**src/rtl/pwk_pkg.sv**
```systemverilog
package pwk_pkg;
  typedef enum logic [1:0] {
    ST_RUN   = 2'd0,
    ST_HALT  = 2'd1,
    ST_STALL = 2'd2
  } pwk_state_e;

  typedef enum logic [2:0] {
    CAUSE_NONE = 3'd0,
    CAUSE_EXT  = 3'd1,
    CAUSE_WDT  = 3'd2,
    CAUSE_IRQ  = 3'd3,
    CAUSE_PORT = 3'd4
  } pwk_cause_e;

  typedef enum logic [1:0] {
    ACT_NEXT = 2'd0,
    ACT_IRQ  = 2'd1,
    ACT_WARM = 2'd2,
    ACT_FULL = 2'd3
  } pwk_act_e;
endpackage

```
**src/rtl/pwk_pin_edge.sv**
```systemverilog
module pwk_pin_edge #(
  parameter int NPIN        = 8,
  parameter int SYNC_STAGES = 2
) (
  input  logic            clk,
  input  logic            rst,
  input  logic [NPIN-1:0] pins_i,
  input  logic [NPIN-1:0] wake_en_i,
  input  logic            arm_i,
  output logic [NPIN-1:0] fall_o
);
  localparam int TOP = SYNC_STAGES - 1;

  for (genvar g = 0; g < NPIN; g++) begin : g_pin
    logic [SYNC_STAGES-1:0] sync_q;
    logic                   prev_q;

    always_ff @(posedge clk) begin
      if (rst) begin
        sync_q <= '1;
        prev_q <= 1'b1;
      end else begin
        sync_q <= {sync_q[TOP-1:0], pins_i[g]};
        prev_q <= sync_q[TOP];
      end
    end

    assign fall_o[g] = arm_i & wake_en_i[g] & prev_q & ~sync_q[TOP];
  end
endmodule

```
**src/rtl/pwk_wake_arb.sv**
```systemverilog
module pwk_wake_arb
  import pwk_pkg::*;
#(
  parameter int NPIN = 8,
  parameter int NIRQ = 4
) (
  input  logic            ext_rst_i,
  input  logic            wdt_ovf_i,
  input  logic [NIRQ-1:0] irq_flag_i,
  input  logic [NIRQ-1:0] irq_blk_i,
  input  logic [NIRQ-1:0] irq_en_i,
  input  logic            stack_full_i,
  input  logic [NPIN-1:0] port_fall_i,
  output logic            wake_o,
  output pwk_cause_e      cause_o,
  output pwk_act_e        act_o
);
  logic [NIRQ-1:0] fresh_irq;
  logic            irq_hit;
  logic            irq_take;
  logic            port_hit;

  assign fresh_irq = irq_flag_i & ~irq_blk_i;
  assign irq_hit   = |fresh_irq;
  assign irq_take  = (|(fresh_irq & irq_en_i)) & ~stack_full_i;
  assign port_hit  = |port_fall_i;

  always_comb begin
    wake_o  = 1'b1;
    cause_o = CAUSE_NONE;
    act_o   = ACT_NEXT;
    if (ext_rst_i) begin
      cause_o = CAUSE_EXT;
      act_o   = ACT_FULL;
    end else if (wdt_ovf_i) begin
      cause_o = CAUSE_WDT;
      act_o   = ACT_WARM;
    end else if (irq_hit) begin
      cause_o = CAUSE_IRQ;
      act_o   = irq_take ? ACT_IRQ : ACT_NEXT;
    end else if (port_hit) begin
      cause_o = CAUSE_PORT;
      act_o   = ACT_NEXT;
    end else begin
      wake_o  = 1'b0;
    end
  end
endmodule

```
**src/rtl/pwk_stall_cnt.sv**
```systemverilog
module pwk_stall_cnt #(
  parameter int STALL_CYCLES = 1024
) (
  input  logic clk,
  input  logic rst,
  input  logic start_i,
  input  logic run_i,
  output logic last_o
);
  localparam int CNT_W = $clog2(STALL_CYCLES + 1);
  localparam logic [CNT_W-1:0] LAST = CNT_W'(STALL_CYCLES - 1);

  logic [CNT_W-1:0] cnt_q;

  always_ff @(posedge clk) begin
    if (rst || start_i) begin
      cnt_q <= '0;
    end else if (run_i) begin
      cnt_q <= cnt_q + 1'b1;
    end
  end

  assign last_o = run_i & (cnt_q == LAST);
endmodule

```
**src/rtl/pwrdn_wake_ctrl.sv**
```systemverilog
module pwrdn_wake_ctrl
  import pwk_pkg::*;
#(
  parameter int NPIN         = 8,
  parameter int NIRQ         = 4,
  parameter int SYNC_STAGES  = 2,
  parameter int STALL_CYCLES = 1024
) (
  input  logic            clk,
  input  logic            rst,
  input  logic            halt_i,
  input  logic            clrwdt_i,
  input  logic            ext_rst_i,
  input  logic            wdt_ovf_i,
  input  logic [NPIN-1:0] port_i,
  input  logic [NPIN-1:0] port_wake_en_i,
  input  logic [NIRQ-1:0] irq_flag_i,
  input  logic [NIRQ-1:0] irq_en_i,
  input  logic            stack_full_i,
  output logic            halted_o,
  output logic            osc_en_o,
  output logic            stall_o,
  output logic            pdf_o,
  output logic            to_o,
  output logic [2:0]      cause_o,
  output logic            resume_valid_o,
  output logic [1:0]      resume_act_o
);
  pwk_state_e      state_q;
  logic [NIRQ-1:0] irq_blk_q;
  logic [NPIN-1:0] port_fall;
  logic            wake;
  pwk_cause_e      wake_cause;
  pwk_act_e        wake_act;
  logic            stall_last;
  logic            in_halt;
  logic            in_stall;
  logic            osc_q, pdf_q, to_q, rv_q;
  pwk_cause_e      cause_q;
  pwk_act_e        act_q;

  assign in_halt  = (state_q == ST_HALT);
  assign in_stall = (state_q == ST_STALL);

  pwk_pin_edge #(
    .NPIN        (NPIN),
    .SYNC_STAGES (SYNC_STAGES)
  ) u_edge (
    .clk       (clk),
    .rst       (rst),
    .pins_i    (port_i),
    .wake_en_i (port_wake_en_i),
    .arm_i     (in_halt),
    .fall_o    (port_fall)
  );

  pwk_wake_arb #(
    .NPIN (NPIN),
    .NIRQ (NIRQ)
  ) u_arb (
    .ext_rst_i    (ext_rst_i),
    .wdt_ovf_i    (wdt_ovf_i),
    .irq_flag_i   (irq_flag_i),
    .irq_blk_i    (irq_blk_q),
    .irq_en_i     (irq_en_i),
    .stack_full_i (stack_full_i),
    .port_fall_i  (port_fall),
    .wake_o       (wake),
    .cause_o      (wake_cause),
    .act_o        (wake_act)
  );

  pwk_stall_cnt #(
    .STALL_CYCLES (STALL_CYCLES)
  ) u_stall (
    .clk     (clk),
    .rst     (rst),
    .start_i (in_halt & wake),
    .run_i   (in_stall),
    .last_o  (stall_last)
  );

  always_ff @(posedge clk) begin
    if (rst) begin
      state_q   <= ST_RUN;
      irq_blk_q <= '0;
      osc_q     <= 1'b1;
      pdf_q     <= 1'b0;
      to_q      <= 1'b0;
      rv_q      <= 1'b0;
      cause_q   <= CAUSE_NONE;
      act_q     <= ACT_NEXT;
    end else begin
      rv_q <= 1'b0;
      case (state_q)
        ST_RUN: begin
          if (halt_i) begin
            state_q   <= ST_HALT;
            irq_blk_q <= irq_flag_i;
            osc_q     <= 1'b0;
            pdf_q     <= 1'b1;
            to_q      <= 1'b0;
          end else if (clrwdt_i) begin
            pdf_q <= 1'b0;
          end
        end
        ST_HALT: begin
          if (wake) begin
            state_q <= ST_STALL;
            osc_q   <= 1'b1;
            cause_q <= wake_cause;
            act_q   <= wake_act;
            if (wake_cause == CAUSE_WDT) to_q <= 1'b1;
          end
        end
        ST_STALL: begin
          if (stall_last) begin
            state_q <= ST_RUN;
            rv_q    <= 1'b1;
          end
        end
        default: state_q <= ST_RUN;
      endcase
    end
  end

  assign halted_o       = in_halt;
  assign stall_o        = in_stall;
  assign osc_en_o       = osc_q;
  assign pdf_o          = pdf_q;
  assign to_o           = to_q;
  assign cause_o        = cause_q;
  assign resume_valid_o = rv_q;
  assign resume_act_o   = act_q;
endmodule

```
**config.mk**
```make
export PLATFORM = sky130hd
export DESIGN_NAME = pwrdn_wake_ctrl
export DESIGN_NICKNAME = d
export VERILOG_FILES = /design/src/rtl/pwk_pkg.sv /design/src/rtl/pwk_pin_edge.sv /design/src/rtl/pwk_wake_arb.sv /design/src/rtl/pwk_stall_cnt.sv /design/src/rtl/pwrdn_wake_ctrl.sv
export SDC_FILE = /design/constraint.sdc
export NUM_CORES = 1
export LEC_CHECK = 0
export ABC_CLOCK_PERIOD_IN_PS = 5100
export CORE_ASPECT_RATIO = 0.75
export CORE_UTILIZATION = 45
export CTS_BUF_LIST = sky130_fd_sc_hd__clkbuf_16
export DETAILED_ROUTE_END_ITERATION = 12
export GPL_TIMING_DRIVEN = 0
export PLACE_DENSITY_LB_ADDON = 0.05
export SLEW_MARGIN = 20
export SYNTH_ARGS = -nofsm -noshare
export SYNTH_HDL_FRONTEND = slang
export SYNTH_SLANG_ARGS = --single-unit
```
**constraint.sdc**
```tcl
create_clock -name clk -period 5.1 [get_ports clk]
set_input_delay 1.53 -clock clk [delete_from_list [all_inputs] [get_ports clk]]
set_output_delay 1.53 -clock clk [all_outputs]
set_load 0.02 [all_outputs]
```
# --- Word-level counts from Yosys, hierarchy flattened ---
# Cells that the tools add are included.
totals:
  in_bits: 31
  reg_bits: 50
  out_inout_bits: 11
classes:
  n_reduce_logical: 14
  addsub: 1
  n_mux: 25
  n_eq_ne: 8
  bitwise: 40
op_table:
  columns: ["operator", "count"]
  rows:
  - ["1-bit AND", 27]
  - ["1-bit two-way mux", 12]
  - ["2-bit two-way mux", 6]
  - ["3-bit two-way mux", 4]
  - ["11-bit by 1-bit adder with 11-bit output (second input constant)", 1]
  - ["11-bit by 10-bit == test with 1-bit output (second input constant)", 1]
  - ["1-bit inverter", 10]
  - ["4-bit AND", 2]
  - ["4-bit OR reduction", 2]
  - ["8-bit OR reduction", 1]
  - ["2-bit inequality test (second input constant)", 3]
  - ["2-bit one-hot mux with 3 select lines", 1]
  - ["2-bit AND reduction", 3]
  - ["3-bit AND reduction", 2]
  - ["4-bit inverter", 1]
  - ["1-bit one-hot mux with 2 select lines", 2]
  - ["4-bit AND reduction", 1]
  - ["2-bit nonzero test", 2]
  - ["3-bit by 2-bit == test with 1-bit output (second input constant)", 1]
  - ["2-bit by 1-bit == test with 1-bit output (second input constant)", 1]
  - ["2-bit == test (second input constant)", 1]
  - ["2-bit logical NOT", 1]
  - ["2-bit by 1-bit inequality test with 1-bit output (second input constant)", 1]
  - ["2-bit OR reduction", 1]
  - ["1-bit logical OR", 1]

# --- Logic depth before layout (Yosys ltp) ---
# Gate-level depths: netlist of the first run.
depth:
  word_depth: 13
  depth_mapped: 6
  ltp_nobuf: 5

# --- Modules after synthesis ---
# A second synthesis of the first run with hierarchy kept.
hier_totals:
  cells_unflattened: 189
  hier_area_um2: 1980.6
modules_own_cells:
  columns: ["mod", "cells_per_inst", "n_inst", "area_each_um2"]
  rows:
  - ["pwk_pin_edge", 58, 1, 733.2]
  - ["pwrdn_wake_ctrl", 53, 1, 558.0]
  - ["pwk_stall_cnt", 58, 1, 523.0]
  - ["pwk_wake_arb", 20, 1, 166.4]

# --- Worst setup path after synthesis of the first run ---
# Ideal clock, no wire load.
synth_timing:
  path_kind: "input -> register"
  from: "in irq_flag_i[2]"
  to: "reg osc_q, in the netlist osc_en_o"
  t_required_ps: 4980
  slack_ps: 2426
  path_buffers: 0
  path_stages: 5
  t_arrival_ps: 2554
  path_cell_list: "nor2b_4 -> nor4_4 -> and2_4 -> a31oi_4 -> a211o_1"
synth_via:
  elab_chain_len: 7
synth_lines:
  columns: ["element", "line_no", "text"]
  rows:
  - ["start, declared", "pwrdn_wake_ctrl.sv:17", "input logic [NIRQ-1:0] irq_flag_i,"]
  - ["4-bit AND", "pwk_wake_arb.sv:23", "assign fresh_irq = irq_flag_i & ~irq_blk_i;"]
  - ["4-bit OR reduction", "pwk_wake_arb.sv:24", "assign irq_hit = |fresh_irq;"]
  - ["1-bit two-way mux", "pwk_wake_arb.sv:38", "end else if (irq_hit) begin"]
  - ["1-bit two-way mux", "pwk_wake_arb.sv:35", "end else if (wdt_ovf_i) begin"]
  - ["1-bit two-way mux", "pwk_wake_arb.sv:32", "if (ext_rst_i) begin"]
  - ["2-bit inequality test (no line)", null, null]
  - ["3-bit AND reduction (no line)", null, null]
  - ["end signal, assigned", "pwrdn_wake_ctrl.sv:87", "osc_q <= 1'b1;"]
  - ["end signal, assigned", "pwrdn_wake_ctrl.sv:100", "osc_q <= 1'b0;"]
  - ["end signal, assigned", "pwrdn_wake_ctrl.sv:110", "osc_q <= 1'b1;"]
  - ["end, declared", "pwrdn_wake_ctrl.sv:38", "logic osc_q, pdf_q, to_q, rv_q;"]
# Every way passes these cells.
# A chain may end at the register's enable or synchronous reset.

# --- Worst setup path after layout of the first run ---
layout_timing:
  from: "reg state_q[1]"
  to: "out halted_o"
layout_via:
  elab_chain_len: 1
layout_lines:
  columns: ["element", "line_no", "text"]
  rows:
  - ["start, declared", "pwrdn_wake_ctrl.sv:29", "pwk_state_e state_q;"]
  - ["start signal, assigned", "pwrdn_wake_ctrl.sv:85", "state_q <= ST_RUN;"]
  - ["start signal, assigned", "pwrdn_wake_ctrl.sv:98", "state_q <= ST_HALT;"]
  - ["start signal, assigned", "pwrdn_wake_ctrl.sv:109", "state_q <= ST_STALL;"]
  - ["2-bit by 1-bit == test with 1-bit output", "pwrdn_wake_ctrl.sv:42", "assign in_halt = (state_q == ST_HALT);"]
  - ["end, declared", "pwrdn_wake_ctrl.sv:20", "output logic halted_o,"]
# Every way passes these cells.

==> metrics, run 1 <==
status=finished, final reports clean; top post-synthesis cells by area=dfxtp_1 (52%), or2_2 (7.8%), nor3_2 (4.7%); post-synth net total=223; leakage=0.000948 uW; Max Root-Sink Buffers=2; drt total wl=3680 um; H-tree levels=2; Data arrival, critical path=1.76 ns; first-pass GRT wire length=6350 um; YS warnings=0; synthesized cell area=0.00193 sq mm; total power=828 uW; worst path required time=3.57 ns; delay-heaviest family, CP=buffers and inverters; Row Count=20; Total GRT Usage=17.8%; Vias=1,488; clock sinks=50; Initial Util=47.4%; min cycle time layout=3.29 ns; Root Buffer=clkbuf_16; RSZ-0062 raised after global routing=no; Gate power share=12.2%; Antenna Cells=0; clk_skew=0.00300 ns; # fillers=347; vias per cell=5.04; Hold Buf Count CTS=0; area share of the largest cell type after synthesis=51.8%; WL/cell=12.5 um; DRT Pass-1 Iters=4; CTS tree=built; Crit path buffers/inverters=3; Clock power frac=37.7%; Post-CTS Setup Inserts=0; post-synthesis async set-or-reset flop share=0%; Worst Setup Start Kind=flop; # IOs=42; Pwr per Cell Area=324 mW/mm^2; Final Hold Fails=0; sw frac=22.9%; Yosys cell types=41; Die X=77.7 um; area of the multi-input gates=882 sq um; kind of critical path=flop to output port; critical path's slowest cell=clkdlybuf4s50_1; max incr delay on CP=0.56 ns; Pins Over Slew Limit=0; sw power=189 uW; Die Y-Extent=58.8 um; number of routed nets with antenna violations=0; cells after synthesis=191; metal2 WL=1870 um; cts bufs inserted=5; part of the cycle the worst path needs=64.6%; clk_lat worst skew=0.28 ns; GRT Residual Overflow=0; share of cells above drive strength 1=20.8%; Worst-path clk slew=0.06 ns; VDD IR max=0.194 mV; met3 routed wirelength=147 um; Setup WS post-layout=1.81 ns; DRC viols=0; dpl ws=1.85 ns; crit-path max FO=9; most common flop cell mapped by yosys=dfxtp_1; GPL Wtd Cong=0.705; max cap viols=0; First DRT Iteration DRCs=85; final-report setup violation count=0; PortBufs=41; nets@finish=271; die area=0.00456 sq mm; Pint=639 uW; Gates resized, CTS repair=0; uppermost layer routed=met4; largest net degree at the start of global routing=16; HPWL after DPL=2790 um; Worst slew margin=54.7%; Worst-Margin Slew=0.679 ns; #FFs+latches synth=50; CP Cell Sequence=nand2b_1 -> clkbuf_1 -> inv_2 -> clkdlybuf4s50_1; share of power burned in registers=50.1%; Core ar.=0.00408 sq mm; setup_tns=0 ns; P&R area growth vs syn=32.1%; vias in the first global route=1,447; Mean Syn Cell Area=10.1 sq um; Hold Crit Class=flop to flop; Achievable Freq=304 MHz; area occupied by registers=0.00100 sq mm; initial antenna violation count=0; sequential share of the synthesized area=51.8%; Synth area leader=dfxtp_1; Post-synth EDFFs=0; DRT met1 WL=1640 um; Critical Path Sink Type=output port
-- power by group through the flow --
stage / clock, uW / sequential, uW / combinational [uW]
6_report: 312 / 415 / 101
5_1_grt: 334 / 417 / 110
4_1_cts: 319 / 415 / 102
3_5_place_dp: 0 / 424 / 102
3_3_place_gp: 0 / 423 / 99.3
2_1_floorplan: 0 / 428 / 49.8
-- synth_stat cells (all sizes together), types with 2 or more instances --
cell type,n
dfxtp,50
o22ai,4
o221a,2
nor2,9
nand2b,2
nand4,3
inv,3
nand2,20
a21oi,8
nor4,2
o21ai,2
a31oi,3
clkbuf,6
xor2,6
xnor2,4
nand3,8
or2,24
nor3,11
nand4b,2
nor2b,5
buf,2
and3,3
-- stage by stage --
step / cells / hold slack (ns) / area, sq um / util (%)
global route: 295 / 0.422 / 2550 / 62.6
CTS: 295 / 0.411 / 2550 / 62.6
global placement: 287 / 0.392 / 2410 / 59.1
finish: 295 / 0.408 / 2550 / 62.6
detailed placement: 287 / 0.396 / 2410 / 59.1
floorplan: 191 / 0.389 / 1930 / -
-- layout make-up --
type,instances,area share [%]
flip-flops and latches,50,39.2
clock inverters,3,0.637
repair buffers,41,16.1
inverters,3,0.441
clock buffers,5,4.90
multi-input cells,130,34.5
well taps,55,2.69
plain buffers,8,1.52
-- placed cells by master (no fill, tap or decap), types with 2 or more instances in the layout --
cell             netlist  routed
nor2_4                 2       2
clkbuf_1               6       6
xor2_1                 6       6
nor2_1                 7       7
nand4_1                3       3
xnor2_1                4       4
o21ai_1                2       2
nand2b_1               2       2
nand4b_1               2       2
clkdlybuf4s50_1        0      41
or2_2                 24      24
nor3_2                 9       9
inv_1                  2       2
and3_1                 3       3
a21oi_1                8       8
o221a_1                2       2
clkbuf_16              0       5
nand2_1               20      20
a31oi_1                2       2
nor2b_4                2       2
dfxtp_1               50      50
o22ai_1                4       4
nor2b_1                3       3
nand3_1                8       8
nor3_1                 2       2
-- worst reg2reg max path, delay by kind of cell (launching register included) --
family / cells / cell delay (ns)
compound gates: 1 / 0.13
buf+inv: 1 / 0.19
flops: 1 / 0.38
simple gates: 4 / 0.80
-- cells by family (layout without fill, tap and decap cells) --
kind of cell / count (synthesis) / after routing / synth area share (%)
flip-flops: 50 / 50 / 51.8
XOR/XNOR: 10 / 10 / 4.53
AND/OR/NAND/NOR: 91 / 91 / 29.6
adder cells (fa/ha/maj): 1 / 1 / 0.647
buffers and inverters: 11 / 60 / 2.59
multiplexers: 1 / 1 / 0.518
AO/OA/AOI/OAI: 27 / 27 / 10.3
-- metal layers --
metal | up-vias | track usage [%]
met5 | - | 0
met4 | 0 | 4.85
met3 | 4 | 5.43
met2 | 26 | 32.2
met1 | 704 | 20.7
li1 | 754 | -
-- sequential cells by signal (all words and copies together), names as in the netlist --
name	cells
cause_o	3
irq_blk_q	4
osc_en_o	1
pdf_o	1
resume_act_o	2
resume_valid_o	1
state_q	2
to_o	1
u_edge.g_pin.prev_q	8
u_edge.g_pin.sync_q	16
u_stall.cnt_q	11
-- worst paths after layout --
kind                              from                         to  slack [ns]  cells past startpoint
max reg2reg               irq_blk_q[2]           u_stall.cnt_q[6]        3.52                      6
min          u_edge.g_pin[3].sync_q[0]  u_edge.g_pin[3].sync_q[1]        0.41                      1
max                         state_q[1]                   halted_o        1.81                      4
min reg2reg  u_edge.g_pin[3].sync_q[0]  u_edge.g_pin[3].sync_q[1]        0.41                      1
Note: power is estimated with default switching activity, not from simulation.
==> run 2: changes to the inputs <==
--- a/config.mk
+++ b/config.mk
@@ -5,7 +5,7 @@
 export SDC_FILE = /design/constraint.sdc
 export NUM_CORES = 1
 export LEC_CHECK = 0
-export ABC_CLOCK_PERIOD_IN_PS = 5100
+export ABC_CLOCK_PERIOD_IN_PS = 2800
 export CORE_ASPECT_RATIO = 0.75
 export CORE_UTILIZATION = 45
 export CTS_BUF_LIST = sky130_fd_sc_hd__clkbuf_16
==> constraint.sdc (replaced) <==
create_clock -name clk -period 2.8 [get_ports clk]
set_input_delay 0.84 -clock clk [delete_from_list [all_inputs] [get_ports clk]]
set_output_delay 0.84 -clock clk [all_outputs]
set_load 0.02 [all_outputs]
==> results of run 2 <==
Same layout as run 1 (identical final DEF). Status: finished, final reports clean.
Main changes from that run: setup slack after placement 1.85 ns -> 0.239 ns; setup slack after layout 1.81 ns -> 0.196 ns; register-to-register setup slack 3.52 ns -> 1.22 ns; total power 828 uW -> 1510 uW; worst IR drop on VDD 0.194 mV -> 0.354 mV
==> run 3: changes to the inputs <==
--- a/config.mk
+++ b/config.mk
@@ -5,9 +5,10 @@
 export SDC_FILE = /design/constraint.sdc
 export NUM_CORES = 1
 export LEC_CHECK = 0
-export ABC_CLOCK_PERIOD_IN_PS = 2800
+export ABC_CLOCK_PERIOD_IN_PS = 2610
+export CAP_MARGIN = 20
 export CORE_ASPECT_RATIO = 0.75
-export CORE_UTILIZATION = 45
+export CORE_UTILIZATION = 49
 export CTS_BUF_LIST = sky130_fd_sc_hd__clkbuf_16
 export DETAILED_ROUTE_END_ITERATION = 12
 export GPL_TIMING_DRIVEN = 0
==> constraint.sdc (replaced) <==
create_clock -name clk -period 2.61 [get_ports clk]
set_input_delay 0.783 -clock clk [delete_from_list [all_inputs] [get_ports clk]]
set_output_delay 0.783 -clock clk [all_outputs]
set_load 0.02 [all_outputs]
==> run 3 against run 2 <==
Via count rose by 1.7%. Clock power rose by 25%. Clock-buffer cell count did not move. Largest cell class unchanged. Largest power group unchanged.
==> metrics, run 3 (synthesized netlist as in run 1, its figures left out) <==
delay-heaviest family, CP=buffers and inverters; die area=0.00420 sq mm (-7.9%); clock sinks=50 (unchanged); Achievable Freq=400 MHz; Core Util, Final=69.3% (+6.7 points); Root Buffer=clkbuf_16; Die X=74.5 um (-4.1%); Total GRT Usage=21.1% (+3.4 points); share of cells above drive strength 1=20.9% (+0.087 points); CP Cell Sequence=nand2b_1 -> inv_2 -> clkdlybuf4s50_1; hold worst-path end=u_edge.g_pin[0].sync_q[1]; RSZ-0062 raised after global routing=no; worst path required time=1.83 ns; area of the multi-input gates=882 sq um (unchanged); Antenna Cells=0 (unchanged); hold path cells=1 (unchanged); largest net degree at the start of global routing=16 (unchanged); Vias=1,513 (+1.7%); kind of critical path=flop to output port; r2r setup slk=1.00 ns; CTS tree=built; most common cell after layout, fill and taps aside=dfxtp_1; HP Start=u_edge.g_pin[0].sync_q[0]; vias in the first global route=1,517 (+4.8%); clk_lat worst skew=0.28 ns (about the same); WHS=0.414 ns (+0.00599 ns); FF-to-FF Start=irq_blk_q[2]; met3 Track Usage GR=5.39% (-0.040 points); Regs by FF count=u_edge.g_pin.sync_q (16), u_stall.cnt_q (11), u_edge.g_pin.prev_q (8); Critical Path Sink Type=output port; P&R area growth vs syn=33.0%; Pins Over Slew Limit=0 (unchanged); first-pass GRT wire length=6630 um (+4.4%); Worst R2R End=u_stall.cnt_q[4]; max incr delay on CP=0.62 ns (+0.06 ns); DRT Pass-1 Iters=4 (unchanged); H-tree levels=2 (unchanged); # fillers=301 (-13%); Data arrival, critical path=1.71 ns (-0.05 ns); Pwr per Cell Area=669 mW/mm^2; First DRT Iteration DRCs=70 (-18%); Worst slew margin=56.6% (+1.9 points); most frequent cells in the layout=dfxtp_1 (50), clkdlybuf4s50_1 (41), or2_2 (24); PortBufs=41 (unchanged); Core ar.=0.00371 sq mm (-9.1%); CP Launch Point=state_q[1]; Global Route met1 Usage=25.2% (+4.5 points); number of routed nets with antenna violations=0 (unchanged); part of the cycle the worst path needs=95.7%; Final Instance Count excl. Fillers=291 (-1.4%); initial antenna violation count=0 (unchanged); Worst-Margin Slew=0.651 ns (-0.0280 ns); drt total wl=3930 um (+6.9%); Hold Crit Class=flop to flop; setup_tns=0 ns (unchanged); Worst-path clk slew=0.06 ns (about the same); VDD IR max=0.511 mV; Initial Util=52.1% (+4.7 points); final-report setup violation count=0 (unchanged); leakage=0.000961 uW (+1.4%); Reg with most FFs=u_edge.g_pin.sync_q; Row Count=19 (-5.0%); clk_skew=0.00282 ns (-0.000180 ns); area occupied by registers=0.00100 sq mm (unchanged); Post-CTS Setup Inserts=0 (unchanged); min cycle time layout=2.50 ns; nets@finish=270 (-0.37%); Worst Setup Start Kind=flop; Final Hold Fails=0 (unchanged); met2 usage=35.0% (+2.8 points); DRC viols=0 (unchanged); Crit path buffers/inverters=2 (-1); GRT Residual Overflow=0 (unchanged); Largest register FFs=16 (unchanged); critical path's slowest cell=clkdlybuf4s50_1; GRT busiest layer=met2; Die Y-Extent=56.4 um (-4.0%); GPL Wtd Cong=0.766 (+8.6%); WL/cell=13.5 um (+8.4%); # IOs=42 (unchanged); max cap viols=0 (unchanged); vias per cell=5.20 (+3.1%); HPWL after DPL=2930 um (+5.2%); worst reg-to-reg path cell count=6 (unchanged); crit-path max FO=9 (unchanged); Max Root-Sink Buffers=2 (unchanged); Post-Place Cells=284 (-1.0%); status=finished, final reports clean; cts bufs inserted=5 (unchanged)
[run 3: cell count changes in the layout (fill, tap and decap cells not counted), sizes merged]
| cell | delta |
|---|---|
| bufinv | +1 |
| clkbuf | -1 |
| inv | +1 |
| clkinv | -2 |
[run 3: metal layers]
layer,vias to the layer above,wire length (um)
li1,751,-
met1,718,1680
met2,40,2050
met3,4,157
met4,0,47
met5,-,0
[run 3: worst max path at each step]
stage,end,cells after the start
2_1_floorplan,osc_en_o,5
3_3_place_gp,resume_act_o[1],7
3_5_place_dp,u_stall.cnt_q[4],7
4_1_cts,halted_o,4
5_1_grt,halted_o,3
6_report,halted_o,3
[run 3: through the flow]
stage	power [uW]	setup WS (ns)	area [sq um]
floorplan	933	0.683	1930
global placement	1020	0.132	2410
detailed placement	1030	0.0783	2410
CTS	1740	0.0242	2570
global route	1790	0.0421	2570
finish	1720	0.113	2570
[run 3: repair_timing]
| item | in CTS | in global routing |
|---|---|---|
| setup endpoints to repair | 0 | 1 |
| resized for setup | 0 | 0 |
| hold buffers | 0 | 0 |
[run 3: report_power, final]
part / total (uW) / internal [uW] / switching [uW] / leakage, uW
Combinational: 199 / 103 / 95.1 / 0.000469
Clock: 711 / 448 / 263 / 0.0000812
Sequential: 812 / 795 / 16.6 / 0.000410
Total: 1720 / 1350 / 374 / 0.000961
[run 3: worst register-to-register path: stages (launching register included)]
cell     delay (ns)
dfxtp_1        0.38
nor2b_4        0.06
nor4_4         0.38
and2_4         0.25
a31oi_4        0.13
buf_6          0.19
nor3_2         0.15
[run 3: cell type report]
cell class	instances	share of cell area [%]
clock buffer	5	4.87
tap	52	2.53
buffer	7	1.36
timing repair buffer	41	16.0
multi-input combinational	130	34.3
clock inverter	3	1.61
sequential	50	38.9
inverter	3	0.438
